==> config.mk <==
export PLATFORM = sky130hd
export DESIGN_NAME = rdt_scanner
export DESIGN_NICKNAME = d
export VERILOG_FILES = /design/src/rtl/rdt_pkg.sv /design/src/rtl/rdt_sync.sv /design/src/rtl/rdt_col_timer.sv /design/src/rtl/rdt_seq.sv /design/src/rtl/rdt_scanner.sv
export SDC_FILE = /design/constraint.sdc
export NUM_CORES = 1
export LEC_CHECK = 0
export BUFFER_PORTS_ARGS = -buffer_cell sky130_fd_sc_hd__clkbuf_2
export CELL_PAD_IN_SITES_DETAIL_PLACEMENT = 0
export CELL_PAD_IN_SITES_GLOBAL_PLACEMENT = 2
export CORE_MARGIN = 2
export CORE_UTILIZATION = 25
export DETAILED_ROUTE_END_ITERATION = 10
export PLACE_DENSITY_LB_ADDON = 0.1
export SYNTH_ARGS = -nofsm -noshare
export SYNTH_HDL_FRONTEND = slang
export SYNTH_SLANG_ARGS = --single-unit
==> constraint.sdc <==
create_clock -name clk -period 2.9 [get_ports clk]
set_clock_uncertainty 0.15 [all_clocks]
set_input_delay 0.58 -clock clk [delete_from_list [all_inputs] [get_ports clk]]
set_output_delay 0.58 -clock clk [all_outputs]
set_load 0.01 [all_outputs]
==> src/rtl/rdt_pkg.sv <==
package rdt_pkg;
  typedef enum logic [1:0] {
    PH_IDLE   = 2'd0,
    PH_CHARGE = 2'd1,
    PH_DISCH  = 2'd2,
    PH_GAP    = 2'd3
  } rdt_phase_e;
endpackage

==> src/rtl/rdt_sync.sv <==
module rdt_sync #(
  parameter int WIDTH = 4
) (
  input  logic             clk,
  input  logic             rst,
  input  logic [WIDTH-1:0] d_async,
  output logic [WIDTH-1:0] q_sync
);
  for (genvar i = 0; i < WIDTH; i++) begin : g_bit
    logic s1, s2;
    always_ff @(posedge clk) begin
      if (rst) begin
        s1 <= 1'b1;
        s2 <= 1'b1;
      end else begin
        s1 <= d_async[i];
        s2 <= s1;
      end
    end
    assign q_sync[i] = s2;
  end
endmodule

==> src/rtl/rdt_col_timer.sv <==
module rdt_col_timer #(
  parameter int CNT_W = 12,
  localparam int TW = CNT_W + 2
) (
  input  logic             clk,
  input  logic             rst,
  input  logic             clear,
  input  logic             run,
  input  logic             node_sync,
  input  logic [TW-1:0]    tick,
  input  logic [CNT_W-1:0] lim,
  output logic             done,
  output logic             ovf,
  output logic [CNT_W-1:0] cnt
);
  logic [TW-1:0] lim_end;
  assign lim_end = TW'(lim) + TW'(2);

  always_ff @(posedge clk) begin
    if (rst || clear) begin
      done <= 1'b0;
      ovf  <= 1'b0;
      cnt  <= '0;
    end else if (run && !done) begin
      if (!node_sync) begin
        done <= 1'b1;
        cnt  <= CNT_W'(tick - TW'(2));
      end else if (tick == lim_end) begin
        done <= 1'b1;
        ovf  <= 1'b1;
        cnt  <= lim;
      end
    end
  end

  AST_HOLD_AFTER_STOP: assert property (@(posedge clk) disable iff (rst)
    (done && !clear) |=> $stable(cnt)) else $error("count moved after stop");
  AST_TICK_BOUND: assert property (@(posedge clk) disable iff (rst)
    (run && !done) |-> (tick <= lim_end)) else $error("timer ran past limit");
  AST_OVF_IMPLIES_DONE: assert property (@(posedge clk) disable iff (rst)
    ovf |-> done) else $error("overflow without stop");
endmodule

==> src/rtl/rdt_seq.sv <==
module rdt_seq
  import rdt_pkg::*;
#(
  parameter int ROWS  = 3,
  parameter int CHG_W = 8,
  parameter int CNT_W = 12,
  localparam int RW = $clog2(ROWS + 1),
  localparam int TW = CNT_W + 2
) (
  input  logic             clk,
  input  logic             rst,
  input  logic             scan_go,
  input  logic [CHG_W-1:0] charge_len,
  input  logic             all_done,
  output rdt_phase_e       phase,
  output logic [RW-1:0]    row_idx,
  output logic [TW-1:0]    tick
);
  logic [CHG_W-1:0] ccnt;
  logic [CHG_W-1:0] chg_eff;

  assign chg_eff = (charge_len < CHG_W'(2)) ? CHG_W'(2) : charge_len;

  always_ff @(posedge clk) begin
    if (rst) begin
      phase   <= PH_IDLE;
      row_idx <= '0;
      ccnt    <= '0;
      tick    <= '0;
    end else begin
      case (phase)
        PH_IDLE: begin
          if (scan_go) begin
            phase   <= PH_CHARGE;
            row_idx <= '0;
            ccnt    <= '0;
          end
        end
        PH_CHARGE: begin
          ccnt <= ccnt + CHG_W'(1);
          tick <= '0;
          if (ccnt + CHG_W'(1) >= chg_eff) phase <= PH_DISCH;
        end
        PH_DISCH: begin
          tick <= tick + TW'(1);
          if (all_done) phase <= PH_GAP;
        end
        default: begin
          ccnt <= '0;
          if (row_idx == RW'(ROWS)) begin
            phase <= PH_IDLE;
          end else begin
            row_idx <= row_idx + RW'(1);
            phase   <= PH_CHARGE;
          end
        end
      endcase
    end
  end

  AST_GAP_FOLLOWS_DISCH: assert property (@(posedge clk) disable iff (rst)
    (phase == PH_DISCH) |=> (phase == PH_DISCH || phase == PH_GAP)) else $error("discharge left without gap");
  AST_ROW_IN_RANGE: assert property (@(posedge clk) disable iff (rst)
    row_idx <= RW'(ROWS)) else $error("row index out of range");
endmodule

==> src/rtl/rdt_scanner.sv <==
module rdt_scanner
  import rdt_pkg::*;
#(
  parameter int ROWS  = 3,
  parameter int COLS  = 4,
  parameter int CNT_W = 12,
  parameter int CHG_W = 8,
  localparam int RW = $clog2(ROWS + 1),
  localparam int NPIN = (ROWS + 1) * COLS,
  localparam int TW = CNT_W + 2
) (
  input  logic                  clk,
  input  logic                  rst,
  input  logic                  scan_go,
  input  logic [CHG_W-1:0]      charge_len,
  input  logic [CNT_W-1:0]      tmo_lim,
  input  logic [COLS-1:0]       node_in,
  output logic [COLS-1:0]       node_oe,
  output logic [NPIN-1:0]       rpin_oe,
  output logic                  busy,
  output logic                  res_valid,
  output logic [RW-1:0]         res_row,
  output logic [COLS*CNT_W-1:0] res_cnt,
  output logic [COLS-1:0]       res_ovf
);
  rdt_phase_e       phase;
  logic [RW-1:0]    row_idx;
  logic [TW-1:0]    tick;
  logic [COLS-1:0]  node_sync;
  logic [COLS-1:0]  col_done;
  logic [COLS-1:0]  col_ovf;
  logic [COLS*CNT_W-1:0] col_cnt;
  logic [ROWS:0]    grp_act;
  logic             all_done;

  assign all_done = &col_done;

  rdt_seq #(.ROWS(ROWS), .CHG_W(CHG_W), .CNT_W(CNT_W)) u_seq (
    .clk(clk), .rst(rst), .scan_go(scan_go), .charge_len(charge_len),
    .all_done(all_done), .phase(phase), .row_idx(row_idx), .tick(tick)
  );

  rdt_sync #(.WIDTH(COLS)) u_sync (
    .clk(clk), .rst(rst), .d_async(node_in), .q_sync(node_sync)
  );

  for (genvar c = 0; c < COLS; c++) begin : g_col
    rdt_col_timer #(.CNT_W(CNT_W)) u_tmr (
      .clk(clk), .rst(rst),
      .clear(phase == PH_CHARGE),
      .run(phase == PH_DISCH),
      .node_sync(node_sync[c]),
      .tick(tick), .lim(tmo_lim),
      .done(col_done[c]), .ovf(col_ovf[c]),
      .cnt(col_cnt[c*CNT_W +: CNT_W])
    );
  end

  for (genvar g = 0; g <= ROWS; g++) begin : g_grp
    assign grp_act[g] = (phase == PH_DISCH) && (row_idx == RW'(g));
    assign rpin_oe[g*COLS +: COLS] = {COLS{grp_act[g]}};
  end

  assign node_oe = {COLS{phase == PH_CHARGE}};
  assign busy    = (phase != PH_IDLE);

  always_ff @(posedge clk) begin
    if (rst) begin
      res_valid <= 1'b0;
      res_row   <= '0;
      res_cnt   <= '0;
      res_ovf   <= '0;
    end else begin
      res_valid <= 1'b0;
      if (phase == PH_DISCH && all_done) begin
        res_valid <= 1'b1;
        res_row   <= row_idx;
        res_cnt   <= col_cnt;
        res_ovf   <= col_ovf;
      end
    end
  end

  AST_ONE_ROW_GROUP: assert property (@(posedge clk) disable iff (rst)
    $onehot0(grp_act)) else $error("two row groups driven");
  AST_NO_CONTENTION: assert property (@(posedge clk) disable iff (rst)
    !((|node_oe) && (|rpin_oe))) else $error("node and row driven together");
  AST_VALID_PULSE: assert property (@(posedge clk) disable iff (rst)
    res_valid |=> !res_valid) else $error("valid longer than one cycle");
  AST_IDLE_BEFORE_CHARGE: assert property (@(posedge clk) disable iff (rst)
    $rose(node_oe[0]) |-> ($past(rpin_oe) == '0)) else $error("charge right after discharge");
endmodule

======== Word level (Yosys, flattened, before mapping) ========
Cells that the tools add are included.
storage, ports and cells
  bits in registers ....................... 145
  output and inout port bits .............. 76
  logic and storage cells ................. 105
cells by class
  $add $sub $neg .......................... 5
  magnitude comparators ................... 2
  equality and inequality tests ........... 14
  muxes and demuxes ....................... 23
  bitwise operators ....................... 2
  reductions and logical operators ........ 31
operators with widths
  kind                     count
  $mux W12                 5
  $pmux W14 S2             1
  $pmux W8 S3              1
  $reduce_and A3 Y1        6
  $mux W8                  2
  $add A14 B1 Y14 const B  1
  $eq A14 B13 Y1           1
  $add A12 B2 Y13 const B  1
  $sub A12 B2 Y12 const B  1
  $mux W2                  5
  $ne A2 B1 Y1 const B     5
  $reduce_and A2 Y1        5
  $logic_and A1 B1 Y1      9
  $add A8 B1 Y8 const B    1
  $ge A8 B8 Y1             1
  $lt A8 B2 Y1 const B     1
  $mux W1                  7
  $eq A2 B2 Y1 const B     3
  $ne A2 B2 Y1 const B     3
  $pmux W2 S3              1
  $eq A2 B1 Y1 const B     2
  $logic_not A1 Y1         4
  $logic_not A2 Y1         2
  $pmux W2 S2              1
  6 further kinds          8

======== Logic depth before layout (Yosys ltp) ========
Gate-level depths: netlist of the first run.
  depth in word-level cells ............... 5
  mapped depth ............................ 11
  depth with buffers taken out ............ 11

======== Modules after synthesis ========
A second synthesis of the first run with hierarchy kept.
unflattened totals
  cell total of the unflattened synthesis .. 1,179
  area total of the unflattened synthesis .. 9,431.5 sq um
modules (own cells, without submodules)
  module         times used  cells each  area an instance (sq um)  sequential area each (sq um)
  rdt_col_timer  4           176         1,331.3                   280.3
  rdt_scanner    1           273         2,341.0                   1,101.1
  rdt_seq        1           182         1,525.2                   520.5
  rdt_sync       1           20          240.2                     160.2

======== Worst setup path after synthesis of the first run ========
No wires, ideal clock.
  path type ............................... input-to-reg
  start point ............................. input tmo_lim[1]
  end point ............................... register g_col[0].u_tmr.cnt[5]
  library setup time ...................... 0.122 ns
  arrival time ............................ 2.605 ns
  data required time ...................... 2.628 ns
  slack ................................... 0.022 ns
  stages .................................. 10
  path buffers ............................ 3
  cell sequence ........................... ha_1 clkbuf_1 nor4b_1 o211ai_1 a211o_1 a2111oi_4 buf_4 o211ai_4 buf_6 mux2i_1
on the way
  longest elaborated chain between the ends .. 4
ends and longest elaborated chain
  element                      RTL line             source
  from (decl)                  rdt_scanner.sv:16    input logic [CNT_W-1:0] tmo_lim,
  $add A12 B2 Y13              rdt_col_timer.sv:17  assign lim_end = TW'(lim) + TW'(2);
  $eq A14 B13 Y1               rdt_col_timer.sv:28  end else if (tick == lim_end) begin
  $ne A2 B1 Y1 (no line)       n/a
  $reduce_and A2 Y1 (no line)  n/a
  to (signal assigned)         rdt_col_timer.sv:27  cnt <= CNT_W'(tick - TW'(2));
  to (signal assigned)         rdt_col_timer.sv:31  cnt <= lim;
  to (decl)                    rdt_col_timer.sv:14  output logic [CNT_W-1:0] cnt
Every way passes these cells.
A chain may end at the register's enable or synchronous reset.

======== Final worst setup path of the first run ========
  start point ............................. register u_seq.tick[12]
  end point ............................... register g_col[0].u_tmr.cnt[0]
on the way
  longest elaborated chain between the ends .. 3
ends and longest elaborated chain
  element                      RTL line             source
  from (decl)                  rdt_seq.sv:17        output logic [TW-1:0] tick
  from (signal assigned)       rdt_seq.sv:45        tick <= tick + TW'(1);
  $eq A14 B13 Y1               rdt_col_timer.sv:28
  $ne A2 B1 Y1 (no line)       n/a
  $reduce_and A2 Y1 (no line)  n/a
Every way passes these cells.

==> results of run 1 <==
==> what timing repair did <==
action	4_1_cts	5_1_grt
hold endpoints to repair	0	0
setup endpoints to repair	0	1
gates resized for setup	0	1
buffers inserted	0	0
==> worst reg2reg max path, stage by stage, from the launching register on <==
cell and delay (ns):
dfxtp_1 0.50, and3b_1 0.22, nor4b_1 0.24, o211ai_1 0.13, a211o_1 0.35, a2111oi_4 0.29, buf_4 0.19, buf_4 0.14
o211ai_4 0.21, mux2i_1 0.18
==> routing by layer <==
metal	routed length, um	part of all wire
met1	11200	0.51
met5	0	0
met2	10100	0.46
met3	594	0.027
met4	174	0.0079
==> sequential cells by signal (all words and copies together), names as in the netlist, 8 cells and up <==
name,count
u_seq.ccnt,8
res_cnt,48
u_seq.tick,14
g_col.u_tmr.cnt,48
==> worst max path at each step <==
| stage | startpoint | to | slack, ns | cells after the start |
|---|---|---|---|---|
| finish | u_seq.tick[12] | g_col[0].u_tmr.cnt[0] | 0.16 | 9 |
| global placement | tmo_lim[1] | g_col[0].u_tmr.cnt[6] | -0.30 | 11 |
| floorplan | tmo_lim[1] | g_col[0].u_tmr.cnt[5] | 0.02 | 10 |
| global route | u_seq.tick[12] | g_col[0].u_tmr.cnt[10] | 0.02 | 9 |
| CTS | u_seq.tick[12] | g_col[0].u_tmr.cnt[0] | 0.15 | 9 |
| detailed placement | tmo_lim[1] | g_col[0].u_tmr.cnt[0] | -0.30 | 11 |
==> cell type report <==
type,instances,area share
multi-input cells,663,0.425
well taps,384,0.0542
clock inverters,15,0.0213
inverters,25,0.0106
flip-flops and latches,145,0.327
clock buffers,17,0.0480
repair buffers,160,0.114
==> report_power, final <==
part	internal (mW)	leakage, nW	switching (mW)
combinational	0.404	2.42	0.718
clock	1.31	0.301	1.02
sequential	2.04	1.17	0.0460
total	3.75	3.89	1.79
==> cells in the mapped netlist, types with 6 or more instances <==
library cell / number / share of area
nor3_1: 10 / 0.0070
nand2_1: 262 / 0.14
o21ai_0: 53 / 0.037
dfxtp_1: 145 / 0.40
nand3_1: 12 / 0.0084
inv_1: 25 / 0.013
nor2_1: 45 / 0.024
buf_4: 19 / 0.020
mux2i_1: 50 / 0.070
xor2_1: 18 / 0.022
nand4_1: 8 / 0.0070
or2_2: 11 / 0.0096
o211ai_1: 11 / 0.012
ha_1: 21 / 0.037
buf_2: 9 / 0.0063
clkbuf_1: 51 / 0.027
a21oi_1: 76 / 0.053
or3_1: 6 / 0.0052
xnor2_1: 18 / 0.022
==> stage by stage <==
step | setup TNS (ns) | power (mW) | cell area, um^2 | hold slack [ns]
2_1_floorplan | 0 | 2.88 | 7170 | 0.239
3_3_place_gp | -12.72 | 3.29 | 8250 | 0.243
3_5_place_dp | -12.37 | 3.27 | 8250 | 0.244
4_1_cts | 0 | 5.65 | 8860 | 0.158
5_1_grt | 0 | 5.85 | 8860 | 0.164
6_report | 0 | 5.54 | 8860 | 0.176
==> kinds of logic (layout without fill, tap and decap cells) <==
| group | Yosys count | in the layout | synth area share |
|---|---|---|---|
| fa+ha+maj | 21 | 21 | 0.0366 |
| buf+inv | 111 | 217 | 0.0727 |
| compound gates | 170 | 170 | 0.141 |
| mux | 54 | 54 | 0.0761 |
| simple gates | 382 | 382 | 0.225 |
| xor+xnor | 36 | 36 | 0.0440 |
| flops | 145 | 145 | 0.405 |
==> results.py, run 1 <==
metrics = {
    "run_status": {
        "outcome": "completed",
    },
    "worst_hold_path": {
        "holdPathStages": 2,
        "min_from": "node_in[0]",
        "whs_endpoint": "u_sync.g_bit[0].s1",
        "timing.hold.worst.class": "in2reg",
    },
    "drt": {
        "via_count": 6171,
        "antenna_left": 0,
        "wl_per_cell_um": 15.7,
        "route.detailed.drc": 0,
        "viasPerCell": 4.38,
        "firstDrtPassIters": 4,
        "drt-initial-drc-count": 230,
        "wirelength_um": 22100,
    },
    "global_route": {
        "busiest_layer": "met2",
        "grt_first_pass_wirelength_um": 35300,
        "gr-usage-met3": 0.0292,
        "grt_remaining_overflow": 0,
        "grt_pass1_vias": 6109,
        "use_met2": 0.241,
        "grt_max_degree": 56,
        "grt_use_total": 0.151,
        "grt.met1_usage": 0.211,
        "antenna_found_initial": 0,
    },
    "setup_path": {
        "slowest_stage": "dfxtp_1",
        "crit_top_cell": "buf_4",
        "crit_fanout": 12,
        "end_kind": "flop",
        "critPathArrivalTime_ns": 2.89,
        "cpPeakStageDelay_ns": 0.50,
        "rr_worst_depth": 9,
        "r2r-start": "u_seq.tick[12]",
        "rr_endpoint": "g_col[0].u_tmr.cnt[0]",
        "worstPathCellList": "and3b_1 > nor4b_1 > o211ai_1 > a211o_1 > a2111oi_4 > buf_4 > buf_4 > o211ai_4 > mux2i_1",
        "startpoint_type": "flop",
        "crit_type": "reg2reg",
        "ff2ff_setup_slack_ns": 0.16,
        "path_buf_inv": 2,
        "crit_required_ns": 3.05,
        "crit_family": "compound AO/OA/AOI/OAI gates",
    },
    "placement": {
        "dp_slack_ns": -0.303,
        "gp_congestion": 0.758,
        "dp_hpwl_um": 16200,
        "port_buffers": 102,
        "dp.cells": 1377,
    },
    "floorplanning": {
        "rows": 62,
        "initial_core_util": 0.252,
        "io_pins": 103,
        "die_width_um": 173,
        "die_h_um": 173,
        "coreArea_um2": 28500,
        "die-area_um2": 30100,
    },
    "timing": {
        "fin_crit_sh": 0.946,
        "worst_slew_margin_rel": 0.528,
        "hold_violations": 0,
        "setup_viol": 0,
        "worst_slew_pin_slew_ns": 0.707,
        "rsz0062_at_grt": "no",
        "setup_ws_ns": 0.157,
        "layout_min_cycle_time_ns": 2.74,
        "fmaxAchievable_mhz": 365,
        "slew_viol_final": 0,
    },
    "synthesis": {
        "yosys_warnings": 0,
        "ys.flop_type": "dfxtp_1",
        "synth_edf_count": 0,
        "ys_async_sr_fraction": 0,
        "syn_inst": 919,
        "yosysUniqueCellTypes": 49,
        "synth.yosys.seq_area_share": 0.405,
        "syn_nets": 967,
        "syn_area_um2": 7170,
        "ys_ff_latch": 145,
        "postSynthAreaPerCell_um2": 7.80,
    },
    "clock_network": {
        "cts-root-buf": "clkbuf_16",
        "cts_sinks": 145,
        "clkTransAtPathRegs_ns": 0.07,
        "numCtsBuffers": 17,
        "clockBufferDepth": 2,
        "htreeDepth": 4,
        "cts_tree": "built",
        "ctsHoldBuffers": 0,
        "insertion_delay_ns": 0.43,
    },
    "finish": {
        "multiInputGateArea_um2": 3760,
        "final_nets": 1060,
        "final_common_cell": "nand2_1",
        "fillers": 3169,
        "drive_gt1_frac": 0.208,
        "antenna_cells": 0,
        "final_cell_mix": "nand2_1, dfxtp_1, clkbuf_2",
        "seqCellArea_um2": 2900,
        "area_growth_pct": 23.6,
        "fin_util": 0.311,
        "fin_cells": 1409,
    },
    "flow_run": {
        "drv_cap": 0,
    },
    "power": {
        "p_per_area_nw_per_um2": 625,
        "power_leakage_nw": 3.89,
        "irDropWorstVdd_uv": 329,
    },
}
Note: power is estimated with default switching activity, not from simulation.
==> inputs of run 2 (changes only) <==
- RECOVER_POWER: unset -> 50
- SYNTH_HIERARCHICAL: unset -> 1
==> results.py, run 2 <==
metrics = {
    "drt": {
        "met1_length_um": 16000,
        "antenna_left": 0,
        "route.detailed.drc": 0,
        "drt-initial-drc-count": 406,
        "met2_length_um": 16200,
        "via_count": 8931,
        "viasPerCell": 4.83,
        "top_layer": "met4",
        "firstDrtPassIters": 4,
        "wirelength_um": 33300,
        "route.met3.wl_um": 654,
        "wl_per_cell_um": 18.0,
    },
    "finish": {
        "final_common_cell": "dfxtp_1",
        "area_growth_pct": 22.8,
        "final_nets": 1376,
        "fin_area_um2": 11600,
        "fin_cells": 1849,
        "reg_top3": "g_col.u_tmr/cnt x48, res_cnt x48, u_seq/tick x14",
        "final_cell_mix": "dfxtp_1, buf_4, a21oi_1",
        "antenna_cells": 0,
        "drive_gt1_frac": 0.188,
    },
    "setup_path": {
        "slowest_stage": "or4_1",
        "crit_family": "simple AND/OR/NAND/NOR gates",
        "crit_fanout": 10,
        "cpPeakStageDelay_ns": 0.70,
        "worstPathCellList": "clkbuf_2 > ha_1 > and2_1 > o21ai_0 > a21o_1 > o311ai_1 > or4_1 > o2111ai_1 > o31ai_1",
        "critPathArrivalTime_ns": 2.85,
        "crit_required_ns": 3.08,
        "path_buf_inv": 1,
        "end_kind": "flop",
        "startpoint_type": "input pin",
        "crit_type": "in2reg",
    },
    "placement": {
        "port_buffers": 102,
        "dp_hpwl_um": 24000,
        "place_area_um2": 11100,
        "gp_congestion": 0.753,
        "dp.cells": 1818,
    },
    "floorplanning": {
        "initial_core_util": 0.252,
        "die_h_um": 198,
        "io_pins": 103,
        "die-area_um2": 39300,
        "coreArea_um2": 37400,
        "rows": 71,
        "die_width_um": 198,
    },
    "global_route": {
        "grt_max_degree": 83,
        "grt_first_pass_wirelength_um": 52300,
        "grt_remaining_overflow": 0,
        "grt_use_total": 0.175,
        "antenna_found_initial": 0,
        "grt_pass1_vias": 8938,
    },
    "run_status": {
        "outcome": "completed",
    },
    "synthesis": {
        "synthTopCellsByArea": "dfxtp_1, a21oi_1, o21ai_0",
        "synth.yosys.seq_area_share": 0.308,
        "synth_edf_count": 0,
        "synth_most_common_cell": "dfxtp_1",
        "synth_common_cells": "dfxtp_1, a21oi_1, nand2_1",
        "yosysUniqueCellTypes": 69,
        "ys.flop_type": "dfxtp_1",
        "ys_async_sr_fraction": 0,
        "postSynthAreaPerCell_um2": 8.00,
        "syn_nets": 1229,
        "synth_area_leader_cell": "dfxtp_1",
        "ys_ff_latch": 145,
        "syn_inst": 1179,
        "yosys_warnings": 6,
        "syn_area_um2": 9430,
        "post-synth-top-area-fraction": 0.308,
    },
    "clock_network": {
        "cts-resized-gates": 0,
        "numCtsBuffers": 17,
        "cts-root-buf": "clkbuf_16",
        "cts_tree": "built",
        "ctsHoldBuffers": 0,
        "clockBufferDepth": 2,
        "insertion_delay_ns": 0.45,
        "cts_setup_buffers": 0,
        "htreeDepth": 4,
        "cts_sinks": 145,
        "clkTransAtPathRegs_ns": 0.06,
    },
    "timing": {
        "fin_crit_sh": 0.923,
        "fmaxAchievable_mhz": 374,
        "setup_viol": 0,
        "slew_viol_final": 0,
        "rsz0062_at_grt": "no",
        "whs_ns": 0.167,
        "worst_slew_pin_slew_ns": 1.38,
        "hold_violations": 0,
        "worst_slew_margin_rel": 0.0779,
        "layout_min_cycle_time_ns": 2.68,
    },
    "power": {
        "p_per_area_nw_per_um2": 537,
        "irDropWorstVdd_uv": 412,
        "power_leakage_nw": 4.64,
    },
    "worst_hold_path": {
        "timing.hold.worst.class": "in2reg",
    },
    "flow_run": {
        "drv_cap": 0,
    },
}
run 2: report_power, final:
| part | leakage, nW | total [mW] | switching [mW] | internal (mW) |
|---|---|---|---|---|
| clock network | 0.286 | 2.29 | 0.897 | 1.39 |
| logic | 3.19 | 1.77 | 1.12 | 0.650 |
| registers | 1.17 | 2.17 | 0.123 | 2.05 |
run 2: kinds of logic after synthesis:
| kind of cell | after synthesis | synth area share |
|---|---|---|
| AO/OA/AOI/OAI | 324 | 0.213 |
| AND/OR/NAND/NOR | 439 | 0.255 |
| XOR/XNOR | 85 | 0.0821 |
| multiplexers | 30 | 0.0324 |
| flip-flops | 145 | 0.308 |
| adder cells (fa/ha/maj) | 23 | 0.0305 |
| buffers and inverters | 133 | 0.0785 |
run 2: worst paths after layout:
path / startpoint / to / slack, ns / cells after the start
worst max-delay path: tmo_lim[1] / g_col[3].u_tmr/cnt[2] / 0.22 / 9
worst min-delay path: node_in[0] / u_sync/g_bit[0].s1 / 0.17 / 2
worst max register to register: u_seq/tick[12] / g_col[3].u_tmr/cnt[2] / 0.23 / 6
worst min register to register: u_sync/g_bit[0].s1 / u_sync/g_bit[0].s2 / 0.25 / 1
run 2: worst reg2reg max path: stages, from the launching register on:
cell and delay, ns:
dfxtp_1 0.82, nor3b_1 0.12, nor3_1 0.25, o311ai_1 0.17, or4_1 0.70, o2111ai_1 0.26, o31ai_1 0.09
run 2: cell type report:
type | count | area (um^2)
multi-input cells | 901 | 5790
fillers | 4061 | 25800
clock buffers | 22 | 464
flip-flops and latches | 145 | 2900
inverters | 37 | 144
well taps | 511 | 639
repair buffers | 224 | 1510
clock inverters | 9 | 133
run 2: per-layer routing:
metal | vias to the layer above | global-route usage
li1 | 4542 | -
met1 | 4270 | 0.226
met2 | 93 | 0.301
met3 | 26 | 0.0247
met4 | 0 | 0.0507
met5 | - | 0
run 2: through the flow:
| step | power (mW) | worst slack (ns) | utilization | TNS, ns |
|---|---|---|---|---|
| 2_1_floorplan | 3.43 | 0.283 | - | 0 |
| 3_3_place_gp | 4.03 | -0.232 | 0.296 | -9.84 |
| 3_5_place_dp | 4.02 | -0.240 | 0.296 | -10.68 |
| 4_1_cts | 6.35 | 0.195 | 0.312 | 0 |
| 5_1_grt | 6.62 | 0.0130 | 0.310 | 0 |
| 6_report | 6.23 | 0.224 | 0.310 | 0 |
